## config.mk

```make
export PLATFORM = sky130hd
export DESIGN_NAME = cart_bank_mapper
export DESIGN_NICKNAME = d
export VERILOG_FILES = /design/src/rtl/cart_map_pkg.sv /design/src/rtl/cart_map_regs.sv /design/src/rtl/cart_prg_map.sv /design/src/rtl/cart_chr_map.sv /design/src/rtl/cart_bank_mapper.sv
export SDC_FILE = /design/constraint.sdc
export NUM_CORES = 1
export LEC_CHECK = 0
export BUFFER_PORTS_ARGS = -buffer_cell sky130_fd_sc_hd__buf_4
export CORE_MARGIN = 1.5
export CORE_UTILIZATION = 30
export DETAILED_ROUTE_END_ITERATION = 8
export PLACE_DENSITY = 0.47
export RECOVER_POWER = 50
export SLEW_MARGIN = 20
export SYNTH_ARGS = -nofsm -noshare
export SYNTH_HDL_FRONTEND = slang
export SYNTH_HIERARCHICAL = 1
export SYNTH_SLANG_ARGS = --single-unit
```

## constraint.sdc

```tcl
create_clock -name clk -period 1.89 [get_ports clk]
set_input_delay 0.378 -clock clk [delete_from_list [all_inputs] [get_ports clk]]
set_output_delay 0.378 -clock clk [all_outputs]
set_load 0.005 [all_outputs]
```

## src/rtl/cart_map_pkg.sv

```systemverilog
package cart_map_pkg;

    localparam int PRG_BANK_W = 4;
    localparam int CHR_BANK_W = 8;
    localparam int CHR2K_W    = CHR_BANK_W - 1;
    localparam int NUM_PRG    = 3;
    localparam int NUM_CHR2K  = 2;
    localparam int NUM_CHR1K  = 4;
    localparam logic [15:0] WIN_BASE = 16'h7EF0;
    localparam logic [PRG_BANK_W-1:0] PRG_LAST = '1;

    typedef enum logic [3:0] {
        IDX_CHR2K0 = 4'h0,
        IDX_CHR2K1 = 4'h1,
        IDX_CHR1K0 = 4'h2,
        IDX_CHR1K1 = 4'h3,
        IDX_CHR1K2 = 4'h4,
        IDX_CHR1K3 = 4'h5,
        IDX_MODE   = 4'h6,
        IDX_PRG0   = 4'hA,
        IDX_PRG1   = 4'hB,
        IDX_PRG2   = 4'hC
    } reg_idx_e;

    typedef struct packed {
        logic [NUM_PRG-1:0][PRG_BANK_W-1:0]   prg;
        logic [NUM_CHR2K-1:0][CHR2K_W-1:0]    chr2k;
        logic [NUM_CHR1K-1:0][CHR_BANK_W-1:0] chr1k;
        logic                                 chr_swap;
        logic                                 mirror_v;
    } map_regs_t;

    function automatic logic window_hit(input logic [15:0] a);
        return a[15:4] == WIN_BASE[15:4];
    endfunction

    function automatic logic [PRG_BANK_W-1:0] prg_field(input logic [7:0] d);
        return d[5:2];
    endfunction

endpackage

```

## src/rtl/cart_map_regs.sv

```systemverilog
module cart_map_regs
    import cart_map_pkg::*;
(
    input  logic        clk,
    input  logic        rst,
    input  logic [15:0] cpu_addr,
    input  logic [7:0]  cpu_data,
    input  logic        cpu_wr,
    output map_regs_t   regs
);

    logic     wr_hit;
    reg_idx_e idx;

    assign wr_hit = cpu_wr && window_hit(cpu_addr);
    assign idx    = reg_idx_e'(cpu_addr[3:0]);

    always_ff @(posedge clk) begin
        if (rst) begin
            regs <= '0;
        end else if (wr_hit) begin
            case (idx)
                IDX_CHR2K0: regs.chr2k[0] <= cpu_data[7:1];
                IDX_CHR2K1: regs.chr2k[1] <= cpu_data[7:1];
                IDX_CHR1K0: regs.chr1k[0] <= cpu_data;
                IDX_CHR1K1: regs.chr1k[1] <= cpu_data;
                IDX_CHR1K2: regs.chr1k[2] <= cpu_data;
                IDX_CHR1K3: regs.chr1k[3] <= cpu_data;
                IDX_MODE: begin
                    regs.chr_swap <= cpu_data[1];
                    regs.mirror_v <= cpu_data[0];
                end
                IDX_PRG0:   regs.prg[0] <= prg_field(cpu_data);
                IDX_PRG1:   regs.prg[1] <= prg_field(cpu_data);
                IDX_PRG2:   regs.prg[2] <= prg_field(cpu_data);
                default: ;
            endcase
        end
    end

    // no write inside the window means no change of state
    p_ignore_outside_r2: assert property (@(posedge clk) disable iff (rst)
        !(cpu_wr && cpu_addr[15:4] == 12'h7EF) |=> $stable(regs));

    // the first program slot takes bits 5:2 of the byte written to offset A
    p_prg_capture_r3: assert property (@(posedge clk) disable iff (rst)
        (cpu_wr && cpu_addr == 16'h7EFA) |=> (regs.prg[0] == $past(cpu_data[5:2])));

endmodule

```

## src/rtl/cart_prg_map.sv

```systemverilog
module cart_prg_map
    import cart_map_pkg::*;
(
    input  logic                  clk,
    input  logic                  rst,
    input  logic [2:0]            cpu_slot,
    input  map_regs_t             regs,
    output logic [PRG_BANK_W-1:0] prg_bank
);

    always_comb begin
        case (cpu_slot)
            3'b100:  prg_bank = regs.prg[0];
            3'b101:  prg_bank = regs.prg[1];
            3'b110:  prg_bank = regs.prg[2];
            3'b111:  prg_bank = PRG_LAST;
            default: prg_bank = '0;
        endcase
    end

    // the top slot never moves
    p_fixed_last_r4: assert property (@(posedge clk) disable iff (rst)
        (cpu_slot == 3'b111) |-> (prg_bank == 4'hF));

    // below $8000 the bank output is 0
    p_low_zero_r9: assert property (@(posedge clk) disable iff (rst)
        !cpu_slot[2] |-> (prg_bank == 4'h0));

endmodule

```

## src/rtl/cart_chr_map.sv

```systemverilog
module cart_chr_map
    import cart_map_pkg::*;
(
    input  logic                  clk,
    input  logic                  rst,
    input  logic [2:0]            vid_addr_hi,
    input  map_regs_t             regs,
    output logic [CHR_BANK_W-1:0] chr_bank,
    output logic                  ntbl_a10
);

    logic                          in_1k_half;
    logic [CHR2K_W-1:0]            sel2k;
    logic [CHR_BANK_W-1:0]         sel1k;
    logic [NUM_CHR1K-1:0]          slot1k_hot;

    assign in_1k_half = vid_addr_hi[2] ^ regs.chr_swap;
    assign sel2k      = vid_addr_hi[1] ? regs.chr2k[1] : regs.chr2k[0];

    for (genvar g = 0; g < NUM_CHR1K; g++) begin : g_slot1k
        assign slot1k_hot[g] = (vid_addr_hi[1:0] == g[1:0]);
    end

    always_comb begin
        sel1k = '0;
        for (int i = 0; i < NUM_CHR1K; i++) begin
            if (slot1k_hot[i]) sel1k = regs.chr1k[i];
        end
    end

    assign chr_bank = in_1k_half ? sel1k : {sel2k, vid_addr_hi[0]};
    assign ntbl_a10 = regs.mirror_v ? vid_addr_hi[0] : vid_addr_hi[1];

    // a 2 KiB slot passes video A10 into the low bank bit
    p_2k_low_bit_r5: assert property (@(posedge clk) disable iff (rst)
        (vid_addr_hi[2] == regs.chr_swap) |-> (chr_bank[0] == vid_addr_hi[0]));

    // exactly one 1 KiB slot is decoded
    p_1k_onehot_r6: assert property (@(posedge clk) disable iff (rst)
        $countones(slot1k_hot) == 1);

endmodule

```

## src/rtl/cart_bank_mapper.sv

```systemverilog
module cart_bank_mapper
    import cart_map_pkg::*;
(
    input  logic        clk,
    input  logic        rst,
    input  logic [15:0] cpu_addr,
    input  logic [7:0]  cpu_data,
    input  logic        cpu_wr,
    input  logic [2:0]  vid_addr_hi,
    output logic [3:0]  prg_bank,
    output logic [7:0]  chr_bank,
    output logic        ntbl_a10
);

    map_regs_t regs;

    cart_map_regs u_regs (
        .clk      (clk),
        .rst      (rst),
        .cpu_addr (cpu_addr),
        .cpu_data (cpu_data),
        .cpu_wr   (cpu_wr),
        .regs     (regs)
    );

    cart_prg_map u_prg (
        .clk      (clk),
        .rst      (rst),
        .cpu_slot (cpu_addr[15:13]),
        .regs     (regs),
        .prg_bank (prg_bank)
    );

    cart_chr_map u_chr (
        .clk         (clk),
        .rst         (rst),
        .vid_addr_hi (vid_addr_hi),
        .regs        (regs),
        .chr_bank    (chr_bank),
        .ntbl_a10    (ntbl_a10)
    );

    // once vertical mirroring is written, A10 follows video A10
    p_mirror_vertical_r8: assert property (@(posedge clk) disable iff (rst)
        $past(cpu_wr && cpu_addr == 16'h7EF6 && cpu_data[0])
        |-> (ntbl_a10 == vid_addr_hi[0]));

endmodule

```

==> summary.md <==
| Metric | Value |
|---|---|
| Yosys warning total | 6 |
| Initial Utilization | between 30% and 40% |
| Area of the core region | slightly below 10000 um2 |
| Clock latency reported for the late side of the worst-skew pair | roughly 0.34 ns |
| Largest vdd supply drop | roughly 0.33 mV |
| Relative slew slack | a little over half |
| GR met3 Demand/Resource | about 2.8% |
| Largest registers in the final layout | u_regs/regs x60 |
| Fraction of met2 tracks used by global routing | 23.2% |
| Data arrival, critical path | 1.55 ns |
| Sequential fraction of design power | between 40% and 50% |
| GR met1 Demand/Resource | ~20% |
| Worst path buffer plus inverter count | 2 |
| Final Core Density | a little under two fifths |
| Classification of the worst-slack hold path | in -> reg |
| Netlist area before placement | roughly 3000 um2 |
| Relative contribution of combinational cells to total power | 8.8% |
| CP Launch Type | flop |
| Number of max-slew violations in the final report | 0 |
| Antenna violations before repair | 0 |
| Failing checks | setup timing |
| Power density of the placed cells | 767 nW/um2 |
| Kind of cell with the highest combined delay on the critical path | compound AO/OA/AOI/OAI gates |
| Half-perimeter wire length of the detailed placement result | between 5000 and 6000 um |
| Worst Setup Slack, final | -0.0389 ns |
| Final net count | between 300 and 400 |
| Maximum capacitance violations | 0 |
| Pleak | roughly 1.7 nW |
| Final clock skew | 0 ns |
| Fmax achieved | between 0.5 and 0.6 GHz |
| P_int | approximately 2.2 mW |
| Combinational family with the most area after synthesis | multiplexers |
| Max reg flops | 60 |
| Setup-failing EPs final | 3 |
| Global-route wire length before repair | about 12000 um |
| Synthesized-area fraction occupied by adder cells | 0% |
| Final estimated routing congestion in global placement | ~0.66 |
| Sequential cell area fraction in the yosys report | between 30% and 40% |
| Largest register by flop count | u_regs/regs |
| Die span in y | roughly 100 um |
| Worst hold slack | 0.443 ns |
| Worst Max-Slew Pin Slew | ~0.7 ns |
| Post-synthesis net count | about 330 |
| Die X | approximately 100 um |
| Ratio of final minimum period to clock period | 102% |
| Time the worst path needs with I/O delays and setup | approximately 1.9 ns |
| Post-cts hold buffer count | 0 |
| Average via count per standard cell | ~4.7 |
| Via count of the first global-routing pass | roughly 2300 |
| Portion of total power attributed to the clock network | 45.9% |
| Count of antenna diodes in the layout | 0 |
| Commonest non-fill, non-tap cells in the layout | 74 x mux2i_1, 69 x nand2b_1, 59 x dfxtp_1, 44 x buf_4, 17 x nand2_1 |
| CTS tree | done |
| Yosys cell types | 35 |
| Delay of the slowest critical-path stage | 0.34 ns |
| Total of flip-flops plus latches after synthesis | 60 |
| Synth Area in Simple Gates | about a quarter |
| Power Total | between 2 and 3 mW |
| Total via count after detailed routing | ~2200 |
| Endpoints failing hold | 0 |
| Number of buffers inserted during clock tree synthesis | 9 |
| Most used flip-flop cell after synthesis | dfxtp_1 |
| Maximum root-to-sink buffer count | 2 |
| Clk pin slew, worst setup/hold paths | roughly 0.070 ns |
| Number of placement rows | 36 |
| Port Buffers | 42 |
| Average routed wire per standard cell | roughly 16 um |
| Multi-input gate area | between 1500 and 2000 um2 |
| Average cell area after synthesis | a little over 10 um2 |
| Share of synthesized area spent on multiplexers | roughly a quarter |
| Number of H-tree branching levels | 3 |
| Compound-gate portion of the synthesized area | around 6.2% |
| Maximum number of pins on one net before global-route repair | 32 |
| Highest-utilization routing layer at the global route stage | met2 |
| Result of the run | finished, violations left |
| Unrepaired setup endpoints after global routing | true |
| Number of detailed-routing iterations run before antenna repair | 4 |
| Total Routed Length | ~7600 um |
| Most common cell after layout, fill and taps aside | mux2i_1 |
| DR iter-0 viols | about 100 |
| DRT antenna net count | 0 |
| Storage element area | around 1200 um2 |
| Synth-to-Final Area Change | 19.7% |
| Switching Share | 22.8% |
| Crit-path max FO | 31 |
| Xor and xnor fraction of the mapped netlist area | less than 1% |
| Type of the setup path with the least slack | reg -> out |
| Global-route usage over all layers | 15.0% |
| Die area | around 11000 um2 |
| Crit. End Element | primary output |
| Total congestion overflow | 0 |
| Number of enable flip-flop cells after synthesis | 0 |
| Worst path slowest cell | dfxtp_2 |
| DRC errors left | 0 |
| Worst path required time | between 1.5 and 2 ns |
| CP cell instances | xor2_2, buf_12, a31oi_1, o22ai_1, a21oi_1, buf_4 |
| Syn Inst Count | 297 |
| Proportion of layout cells with a drive suffix above 1 | between 20% and 30% |
| Cell at the root of the clock tree | clkbuf_8 |
| Count of pins on the block boundary | between 40 and 50 |
| Filler cells | approximately 1100 |
| Clock sink count | 60 |
| FFs w/ async S/R, synth | 0% |
| Switching power | approximately 0.64 mW |
area by class of cell:
type / instances / area share (%)
Sequential cell: 60 / 33.0
Timing Repair Buffer: 49 / 10.3
Tap cell: 133 / 4.56
Clock buffer: 11 / 3.88
Multi-Input combinational cell: 217 / 46.1
Clock inverter: 5 / 2.06
Inverter: 1 / 0.103
layer usage:
layer	up-vias	wire length (um)	part of all wire [%]
met5	-	0	0
met4	0	148	1.9
met3	11	246	3.2
met2	33	3470	46
met1	1060	3750	49
li1	1110	-	-
what timing repair did:
item / in CTS / in global routing
gates resized for setup: 1 / 2
pin swaps: 0 / 0
setup buffers: 0 / 0
endpoints found under the setup margin: 8 / 8
power groups by stage:
| stage | sequential [mW] | clock (mW) | combinational (mW) |
|---|---|---|---|
| final | 1.26 | 1.28 | 0.247 |
| after global routing | 1.26 | 1.38 | 0.269 |
| after CTS | 1.26 | 1.32 | 0.255 |
| after detailed placement | 1.29 | 0 | 0.255 |
| after global placement | 1.29 | 0 | 0.255 |
| after floorplan | 1.29 | 0 | 0.133 |
tightest hold or removal path, stage by stage:
cell	delay, ns
buf_4	0.08
nand2b_1	0.13
mux2i_1	0.15
stage by stage:
stage / std cells / cell area [um2] / TNS (ns) / setup slack (ns)
6_report: 476 / 3650 / -0.0879 / -0.0389
5_1_grt: 476 / 3650 / -0.732 / -0.119
4_1_cts: 476 / 3710 / -0.182 / -0.0640
3_5_place_dp: 460 / 3490 / 0 / 0.0986
3_3_place_gp: 460 / 3490 / 0 / 0.120
2_1_floorplan: 297 / 3050 / 0 / 0.323
logic make-up (layout without fill, tap and decap cells):
logic type,count (synthesis),count (layout)
simple gates,108,108
mux,79,79
xor+xnor,1,1
buf+inv,20,66
compound gates,29,29
flops,60,60
cell usage after synthesis, types with 2 or more instances:
master    instances  share of area (%)
buf_4             2               0.49
buf_6             4                1.5
clkbuf_1         12                1.5
dfxtp_1          60                 39
mux2_1            3                1.1
mux2i_1          74                 24
nand2_1          16                2.0
nand2_2           4               0.82
nand2b_1         69                 14
nand4_1           2               0.41
nor2_1            2               0.25
nor2b_1           3               0.62
nor4_4            2                1.4
o211ai_1          7                1.7
o21ai_0           7                1.2
o21ai_1           8                1.3
o221a_1           4                1.5
path summary, 6_finish.rpt:
kind | slack (ns) | depth (start not counted) | from | end
max | -0.04 | 6 | u_regs/regs[1] | chr_bank[0]
min | 0.44 | 3 | cpu_data[6] | u_regs/regs[39]
max reg2reg | 1.26 | 2 | u_regs/regs[20] | u_regs/regs[20]
min reg2reg | 0.47 | 2 | u_regs/regs[6] | u_regs/regs[6]
Power figures use the tool's default switching activity.
